`src/rtl/pwm_de_pkg.sv`:
```
package pwm_de_pkg;

  typedef struct packed {
    logic run;         // counter is running this cycle
    logic clrCnt;      // restart or stop: counter and prescaler to zero
    logic loadShadow;  // copy system registers into shadows
    logic stopAll;     // leave running state, outputs low
    logic forceOff;    // trap: force outputs inactive
  } pwmStrobes_t;

  localparam int unsigned REG_PERIOD    = 0;
  localparam int unsigned REG_PRESCALE  = 1;
  localparam int unsigned REG_CONTROL   = 2;
  localparam int unsigned REG_IRQ_EN    = 3;
  localparam int unsigned REG_EDGE_BASE = 16;

  localparam int unsigned CTL_RUN     = 0;
  localparam int unsigned CTL_SINGLE  = 1;
  localparam int unsigned CTL_UPDATE  = 2;
  localparam int unsigned CTL_TRAPCLR = 3;

endpackage

```
`src/rtl/pwm_de_ctrl.sv`:
```
module pwm_de_ctrl
  import pwm_de_pkg::*;
(
  input  logic        clk,
  input  logic        rstN,
  input  logic        ctlWr,
  input  logic [3:0]  ctlBits,
  input  logic        extRestart,
  input  logic        trapIn,
  input  logic        tick,
  input  logic        atPeriod,
  output pwmStrobes_t stb,
  output logic        syncOut,
  output logic        transEnOut
);

  logic runReq, singleRun, updPend, trapLatched, active;
  logic wrapEv, startEv, stopEv, restartEv, loadEv;

  always_comb begin
    wrapEv    = active && tick && atPeriod;
    startEv   = runReq && !active;
    stopEv    = active && (!runReq || (wrapEv && singleRun));
    restartEv = startEv || (active && !stopEv && (extRestart || wrapEv));
    loadEv    = restartEv && updPend;

    stb.run        = active;
    stb.clrCnt     = restartEv || stopEv;
    stb.loadShadow = loadEv;
    stb.stopAll    = stopEv;
    stb.forceOff   = trapIn || trapLatched;
  end

  always_ff @(posedge clk) begin
    if (!rstN) begin
      runReq      <= 1'b0;
      singleRun   <= 1'b0;
      updPend     <= 1'b0;
      trapLatched <= 1'b0;
      active      <= 1'b0;
      syncOut     <= 1'b0;
      transEnOut  <= 1'b0;
    end else begin
      active <= startEv || (active && !stopEv);

      if (ctlWr) begin
        runReq    <= ctlBits[CTL_RUN];
        singleRun <= ctlBits[CTL_SINGLE];
      end else if (wrapEv && singleRun) begin
        runReq <= 1'b0;
      end

      if (ctlWr && ctlBits[CTL_UPDATE]) updPend <= 1'b1;
      else if (loadEv)                  updPend <= 1'b0;

      if (trapIn)                             trapLatched <= 1'b1;
      else if (ctlWr && ctlBits[CTL_TRAPCLR]) trapLatched <= 1'b0;

      syncOut    <= restartEv;
      transEnOut <= loadEv;
    end
  end

endmodule

```
`src/rtl/pwm_de_datapath.sv`:
```
module pwm_de_datapath
  import pwm_de_pkg::*;
#(
  parameter int NUM_CH = 6,
  parameter int CNT_W  = 16,
  parameter int PRE_W  = 16,
  parameter int ADDR_W = 5
) (
  input  logic                  clk,
  input  logic                  rstN,
  input  logic                  wrEn,
  input  logic [ADDR_W-1:0]     wrAddr,
  input  logic [CNT_W-1:0]      wrData,
  input  pwmStrobes_t           stb,
  output logic                  tick,
  output logic                  atPeriod,
  output logic [NUM_CH-1:0]     pwmOut,
  output logic [2*NUM_CH-1:0]   irqOut,
  output logic [CNT_W-1:0]      cntVal
);

  localparam int IRQ_W = 2 * NUM_CH;
  localparam logic [CNT_W-1:0]  CNT_STEP = CNT_W'(1);
  localparam logic [PRE_W-1:0]  PRE_STEP = PRE_W'(1);
  localparam logic [ADDR_W-1:0] A_PER    = ADDR_W'(REG_PERIOD);
  localparam logic [ADDR_W-1:0] A_PRE    = ADDR_W'(REG_PRESCALE);
  localparam logic [ADDR_W-1:0] A_IRQ    = ADDR_W'(REG_IRQ_EN);

  logic [CNT_W-1:0] perSys, perSh, cnt;
  logic [PRE_W-1:0] preSys, preSh, preCnt;
  logic [IRQ_W-1:0] irqEn, hitVec, irqReg;
  logic [NUM_CH-1:0] pwmState;
  logic firstSlot;

  assign tick      = (preCnt == preSh);
  assign atPeriod  = (cnt == perSh);
  assign firstSlot = stb.run && (preCnt == '0);
  assign cntVal    = cnt;

  always_ff @(posedge clk) begin
    if (!rstN) begin
      perSys <= '0; preSys <= '0; irqEn <= '0;
      perSh  <= '0; preSh  <= '0;
    end else begin
      if (wrEn && wrAddr == A_PER) perSys <= wrData;
      if (wrEn && wrAddr == A_PRE) preSys <= wrData[PRE_W-1:0];
      if (wrEn && wrAddr == A_IRQ) irqEn  <= wrData[IRQ_W-1:0];
      if (stb.loadShadow) begin
        perSh <= perSys;
        preSh <= preSys;
      end
    end
  end

  always_ff @(posedge clk) begin
    if (!rstN || stb.clrCnt) begin
      cnt    <= '0;
      preCnt <= '0;
    end else if (stb.run) begin
      if (tick) begin
        preCnt <= '0;
        cnt    <= cnt + CNT_STEP;
      end else begin
        preCnt <= preCnt + PRE_STEP;
      end
    end
  end

  for (genvar ch = 0; ch < NUM_CH; ch++) begin : g_chan
    localparam logic [ADDR_W-1:0] A_RISE = ADDR_W'(REG_EDGE_BASE + 2 * ch);
    localparam logic [ADDR_W-1:0] A_FALL = ADDR_W'(REG_EDGE_BASE + 2 * ch + 1);
    logic [CNT_W-1:0] riseSys, fallSys, riseSh, fallSh;
    logic riseHit, fallHit, lvl;

    assign riseHit = firstSlot && (cnt == riseSh);
    assign fallHit = firstSlot && (cnt == fallSh);
    assign hitVec[2*ch]   = riseHit;
    assign hitVec[2*ch+1] = fallHit;
    assign pwmState[ch]   = lvl;

    always_ff @(posedge clk) begin
      if (!rstN) begin
        riseSys <= '0; fallSys <= '0;
        riseSh  <= '0; fallSh  <= '0;
        lvl     <= 1'b0;
      end else begin
        if (wrEn && wrAddr == A_RISE) riseSys <= wrData;
        if (wrEn && wrAddr == A_FALL) fallSys <= wrData;
        if (stb.loadShadow) begin
          riseSh <= riseSys;
          fallSh <= fallSys;
        end
        if (stb.stopAll)   lvl <= 1'b0;
        else if (fallHit)  lvl <= 1'b0;
        else if (riseHit)  lvl <= 1'b1;
      end
    end
  end

  always_ff @(posedge clk) begin
    if (!rstN) irqReg <= '0;
    else       irqReg <= hitVec & irqEn;
  end

  assign irqOut = irqReg;
  assign pwmOut = pwmState & {NUM_CH{~stb.forceOff}};

endmodule

```
`src/rtl/pwm_dual_edge.sv`:
```
module pwm_dual_edge
  import pwm_de_pkg::*;
#(
  parameter int NUM_CH = 6,
  parameter int CNT_W  = 16,
  parameter int PRE_W  = 16,
  parameter int ADDR_W = 5
) (
  input  logic                clk,
  input  logic                rstN,
  input  logic                wrEn,
  input  logic [ADDR_W-1:0]   wrAddr,
  input  logic [CNT_W-1:0]    wrData,
  input  logic                extRestart,
  input  logic                trapIn,
  output logic [NUM_CH-1:0]   pwmOut,
  output logic                syncOut,
  output logic                transEnOut,
  output logic [2*NUM_CH-1:0] irqOut
);

  localparam logic [ADDR_W-1:0] A_CTL = ADDR_W'(REG_CONTROL);

  pwmStrobes_t      ctlStb;
  logic             tick, atPeriod, ctlWr;
  logic [CNT_W-1:0] cntVal;

  assign ctlWr = wrEn && (wrAddr == A_CTL);

  pwm_de_ctrl ctrl_i (
    .clk        (clk),
    .rstN       (rstN),
    .ctlWr      (ctlWr),
    .ctlBits    (wrData[3:0]),
    .extRestart (extRestart),
    .trapIn     (trapIn),
    .tick       (tick),
    .atPeriod   (atPeriod),
    .stb        (ctlStb),
    .syncOut    (syncOut),
    .transEnOut (transEnOut)
  );

  pwm_de_datapath #(
    .NUM_CH (NUM_CH),
    .CNT_W  (CNT_W),
    .PRE_W  (PRE_W),
    .ADDR_W (ADDR_W)
  ) dp_i (
    .clk      (clk),
    .rstN     (rstN),
    .wrEn     (wrEn),
    .wrAddr   (wrAddr),
    .wrData   (wrData),
    .stb      (ctlStb),
    .tick     (tick),
    .atPeriod (atPeriod),
    .pwmOut   (pwmOut),
    .irqOut   (irqOut),
    .cntVal   (cntVal)
  );

endmodule

```
`config.mk`:
```
export PLATFORM = sky130hd
export DESIGN_NAME = pwm_dual_edge
export DESIGN_NICKNAME = d
export VERILOG_FILES = /design/src/rtl/pwm_de_pkg.sv /design/src/rtl/pwm_de_ctrl.sv /design/src/rtl/pwm_de_datapath.sv /design/src/rtl/pwm_dual_edge.sv
export SDC_FILE = /design/constraint.sdc
export NUM_CORES = 1
export LEC_CHECK = 0
export CAP_MARGIN = 40
export CORE_MARGIN = 1.5
export CORE_UTILIZATION = 52
export DETAILED_ROUTE_END_ITERATION = 10
export PLACE_DENSITY_LB_ADDON = 0.2
export SLEW_MARGIN = 20
export SYNTH_ARGS = -nofsm -noshare
export SYNTH_HDL_FRONTEND = slang
export SYNTH_HIERARCHICAL = 1
export SYNTH_SLANG_ARGS = --single-unit
```
`constraint.sdc`:
```
create_clock -name clk -period 4.2 [get_ports clk]
set_clock_uncertainty 0.15 [all_clocks]
set_input_delay 1.26 -clock clk [delete_from_list [all_inputs] [get_ports clk]]
set_output_delay 1.26 -clock clk [all_outputs]
set_load 0.03 [all_outputs]
```
==> results.yml, run 1 <==
status:
  outcome: "finished, final reports clean"
critical_path:
  worst_setup_path_start_kind: "input port"
  crit_arrival_ns: 2.49
  cp-endpoint: "pwmOut[5]"
  crit_path_end_kind: "output pin"
  cp_cell_sequence: "clkdlybuf4s50_1 -> or2_2 -> nor2b_1 -> buf_12"
  worstPathRequired_ns: 2.79
  ff2ff_setup_slack_ns: 0.78
  critPathMaxFanout: 6
  crit_start: "trapIn"
  worst_r2r_path_depth: 11
  r2r_start: "dp_i/preCnt[2]"
  slowest_stage: "clkdlybuf4s50_1"
  worst_path_largest_cell_delay_ns: 0.42
  worstReg2RegEnd: "dp_i/g_chan[0].fallSh[7]"
  timing_worst_setup_path_type: "in2out"
sta:
  maxSlewViolCount: 0
  max_freq_mhz: 256.6
  rsz0062_at_grt: "no"
  whs_ns: 0.2814
  worst_slack_ns: 0.3032
  final-hold-violation-count: 0
  fin_crit_ns: 3.897
  post-route-period-util: 0.9278
  finalSetupViolCount: 0
  relSlewSlack: 0.4270
  tns_ns: 0
  worst_pin_slew_ns: 0.8568
power_and_ir_drop:
  p_per_area_mw_per_mm2: 390.6
  totalPowerFinal_mw: 9.686
  irDropWorstVdd_mv: 0.2857
  p_leak_nw: 8.870
hold_path:
  hold_class: "reg2reg"
  min-delay-start: "dp_i/irqEn[3]"
layout:
  drive_gt1_frac: 0.06356
  nets: 2404
  fin_area_mm2: 0.02480
  final_util: 0.5898
  syn_to_final_growth_pct: 11.87
  finalNonFillerCells: 2950
die:
  die_h_um: 209.5
  die_w_um: 209.5
  core_mm2: 0.04204
  row_count: 75
  dieArea_mm2: 0.04387
  ios: 46
  start_util: 0.5272
placement:
  dp_hpwl_mm: 34.64
  dp_slack_ns: 0.3061
  place_inst: 2859
  portBuffers: 45
  gp_congestion: 0.8544
  placed_area_mm2: 0.02317
cts:
  cts_max_level: 2
  clock_sinks: 517
  ctsRootBufferMaster: "clkbuf_16"
  cts_setup_buffers: 0
  ctsResizeCount: 0
  hold_buffers: 0
  cts_inserted_buffers: 52
  cts_tree: "yes"
  clk_pin_slew_ns: 0.06
  clock_latency_ns: 0.60
  clockBufferDepth: 3
yosys:
  synthArstFlopShare: 0
  yosysSeqAreaShare: 0.4669
  synth_area_mm2: 0.02217
  synth_edf_count: 0
  syn_avg_cell_area_um2: 9.309
  syn_nets: 2410
  ys_seq_elements: 517
  ys_warn_count: 6
  netlist_instances: 2381
  synth-main-ff-cell: "dfxtp_1"
  synth.distinct_cells: 47
route:
  drt-met1-wl_mm: 27.93
  vias_per_cell: 5.501
  antenna_left: 0
  drt_iter0_drc: 1297
  wl_met2_mm: 27.43
  wl_mm: 59.67
  firstDrtPassIters: 5
  routedWlPerCell_um: 20.23
  met3WireLength_mm: 2.945
  top_layer: "met4"
  via_count: 16230
  drcViolationCount: 0
global_routing:
  grt_pass1_vias: 15640
  grt_max_degree: 206
  grt_usage: 0.2723
  grt_pass1_wl_mm: 92.11
  antenna_found_initial: 3
  grt_overflow: 0
run:
  maxCapViolCount: 0
[how the worst min path moves through the flow]
stage | end | slack, ns | depth (start not counted)
6_report | dp_i/irqOut[3] | 0.28 | 2
3_3_place_gp | dp_i/irqOut[5] | 0.27 | 2
3_5_place_dp | dp_i/irqOut[3] | 0.28 | 2
2_1_floorplan | dp_i/irqOut[11] | 0.26 | 2
4_1_cts | dp_i/irqOut[3] | 0.28 | 2
5_1_grt | dp_i/irqOut[3] | 0.30 | 2
[cells in the mapped netlist (all sizes together) (11+ instances only)]
master	n	area, um^2
a21boi	224	1682
o31ai	11	82.58
nor2b	246	1539
a21oi	16	80.08
nand4	33	212.7
dfxtp	517	10350
or4	17	127.6
buf	56	269.0
nor2	51	191.4
and3	11	71.31
clkbuf	114	427.9
nand2	483	1813
nor4	44	300.3
xnor2	73	639.4
xor2	166	1454
mux2i	238	2382
nand3	21	105.1
[layer usage]
metal,global-route usage,vias to the layer above
met1,0.3751,7918
met4,0.07864,0
met5,0,-
met3,0.03501,88
met2,0.4485,369
li1,-,7852
[area by class of cell]
cell class	count	area (um^2)
Inverter	8	30.03
Antenna cell	4	10.01
Clock inverter	4	56.30
Tap cell	539	674.4
Timing Repair Buffer	110	1031
Fill cell	3668	17250
Multi-Input combinational cell	1686	11100
Sequential cell	517	10350
Clock buffer	82	1546
[layout by cell type, fill, tap and decap left out, drive strengths merged, types with 2 or more instances in the layout]
cell type,netlist,layout
nand2b,5,5
nor4,44,44
a21boi,224,224
nor3b,2,2
a21oi,16,16
o31ai,11,11
nor3,9,9
nand3,21,21
o41ai,2,2
o311ai,2,2
inv,8,8
nor2b,246,246
xnor2,73,73
dfxtp,517,517
clkdlybuf4s50,0,37
nand4b,2,2
or3,2,2
diode,0,4
o21ai,5,5
mux2i,238,238
xor2,166,166
nor2,51,51
and4,4,4
o211a,6,6
clkbuf,114,83
nand4,33,33
clkinv,0,3
or2,2,2
ha,3,3
nand2,483,483
and3,11,11
or4,17,17
buf,56,72
nor4b,2,2
[cells by family (layout without fill, tap and decap cells)]
logic type / Yosys count / in the layout / synth area share
DFF: 517 / 517 / 0.4669
adders and majority gates: 3 / 3 / 0.001694
and+or+nand+nor: 937 / 937 / 0.2065
AOI/OAI and AO/OA: 269 / 269 / 0.09015
xor gates and xnor gates: 239 / 239 / 0.09444
muxes: 238 / 238 / 0.1075
buffers and inverters: 178 / 204 / 0.03280
other: 0 / 4 / 0
[state kept, by name (all words and copies together), names as in the netlist]
register and count:
dp_i/g_chan.fallSys 96, dp_i/g_chan.lvl 6, dp_i/g_chan.fallSh 96, ctrl_i/transEnOut 1
dp_i/g_chan.riseSh 96, dp_i/irqOut 12, ctrl_i/syncOut 1, dp_i/g_chan.riseSys 96
dp_i/preSys 16, ctrl_i/runReq 1, dp_i/cntVal 16, ctrl_i/trapLatched 1
dp_i/preSh 16, dp_i/irqEn 12, dp_i/perSh 16, dp_i/preCnt 16
dp_i/perSys 16, ctrl_i/updPend 1, ctrl_i/singleRun 1, ctrl_i/active 1
[critical path, delay by kind of cell]
kind          cells  cell delay, ns
buf+inv           2            0.57
simple gates      2            0.64
[power breakdown]
| group | total (mW) | leakage, nW | switching (mW) | internal [mW] |
|---|---|---|---|---|
| clock | 4.43 | 0.781 | 1.87 | 2.56 |
| sequential | 4.93 | 4.16 | 0.00875 | 4.92 |
| combinational | 0.322 | 3.92 | 0.206 | 0.116 |
| total | 9.69 | 8.87 | 2.09 | 7.60 |
Power figures use the tool's default switching activity.
==> run 2: changes to the inputs <==
--- a/config.mk
+++ b/config.mk
@@ -9,6 +9,7 @@
 export CORE_MARGIN = 1.5
 export CORE_UTILIZATION = 52
 export DETAILED_ROUTE_END_ITERATION = 10
+export HOLD_SLACK_MARGIN = 0.03
 export PLACE_DENSITY_LB_ADDON = 0.2
 export SLEW_MARGIN = 20
 export SYNTH_ARGS = -nofsm -noshare
==> results of run 2 <==
The final DEF is identical to that of run 1; final timing and power are the same.
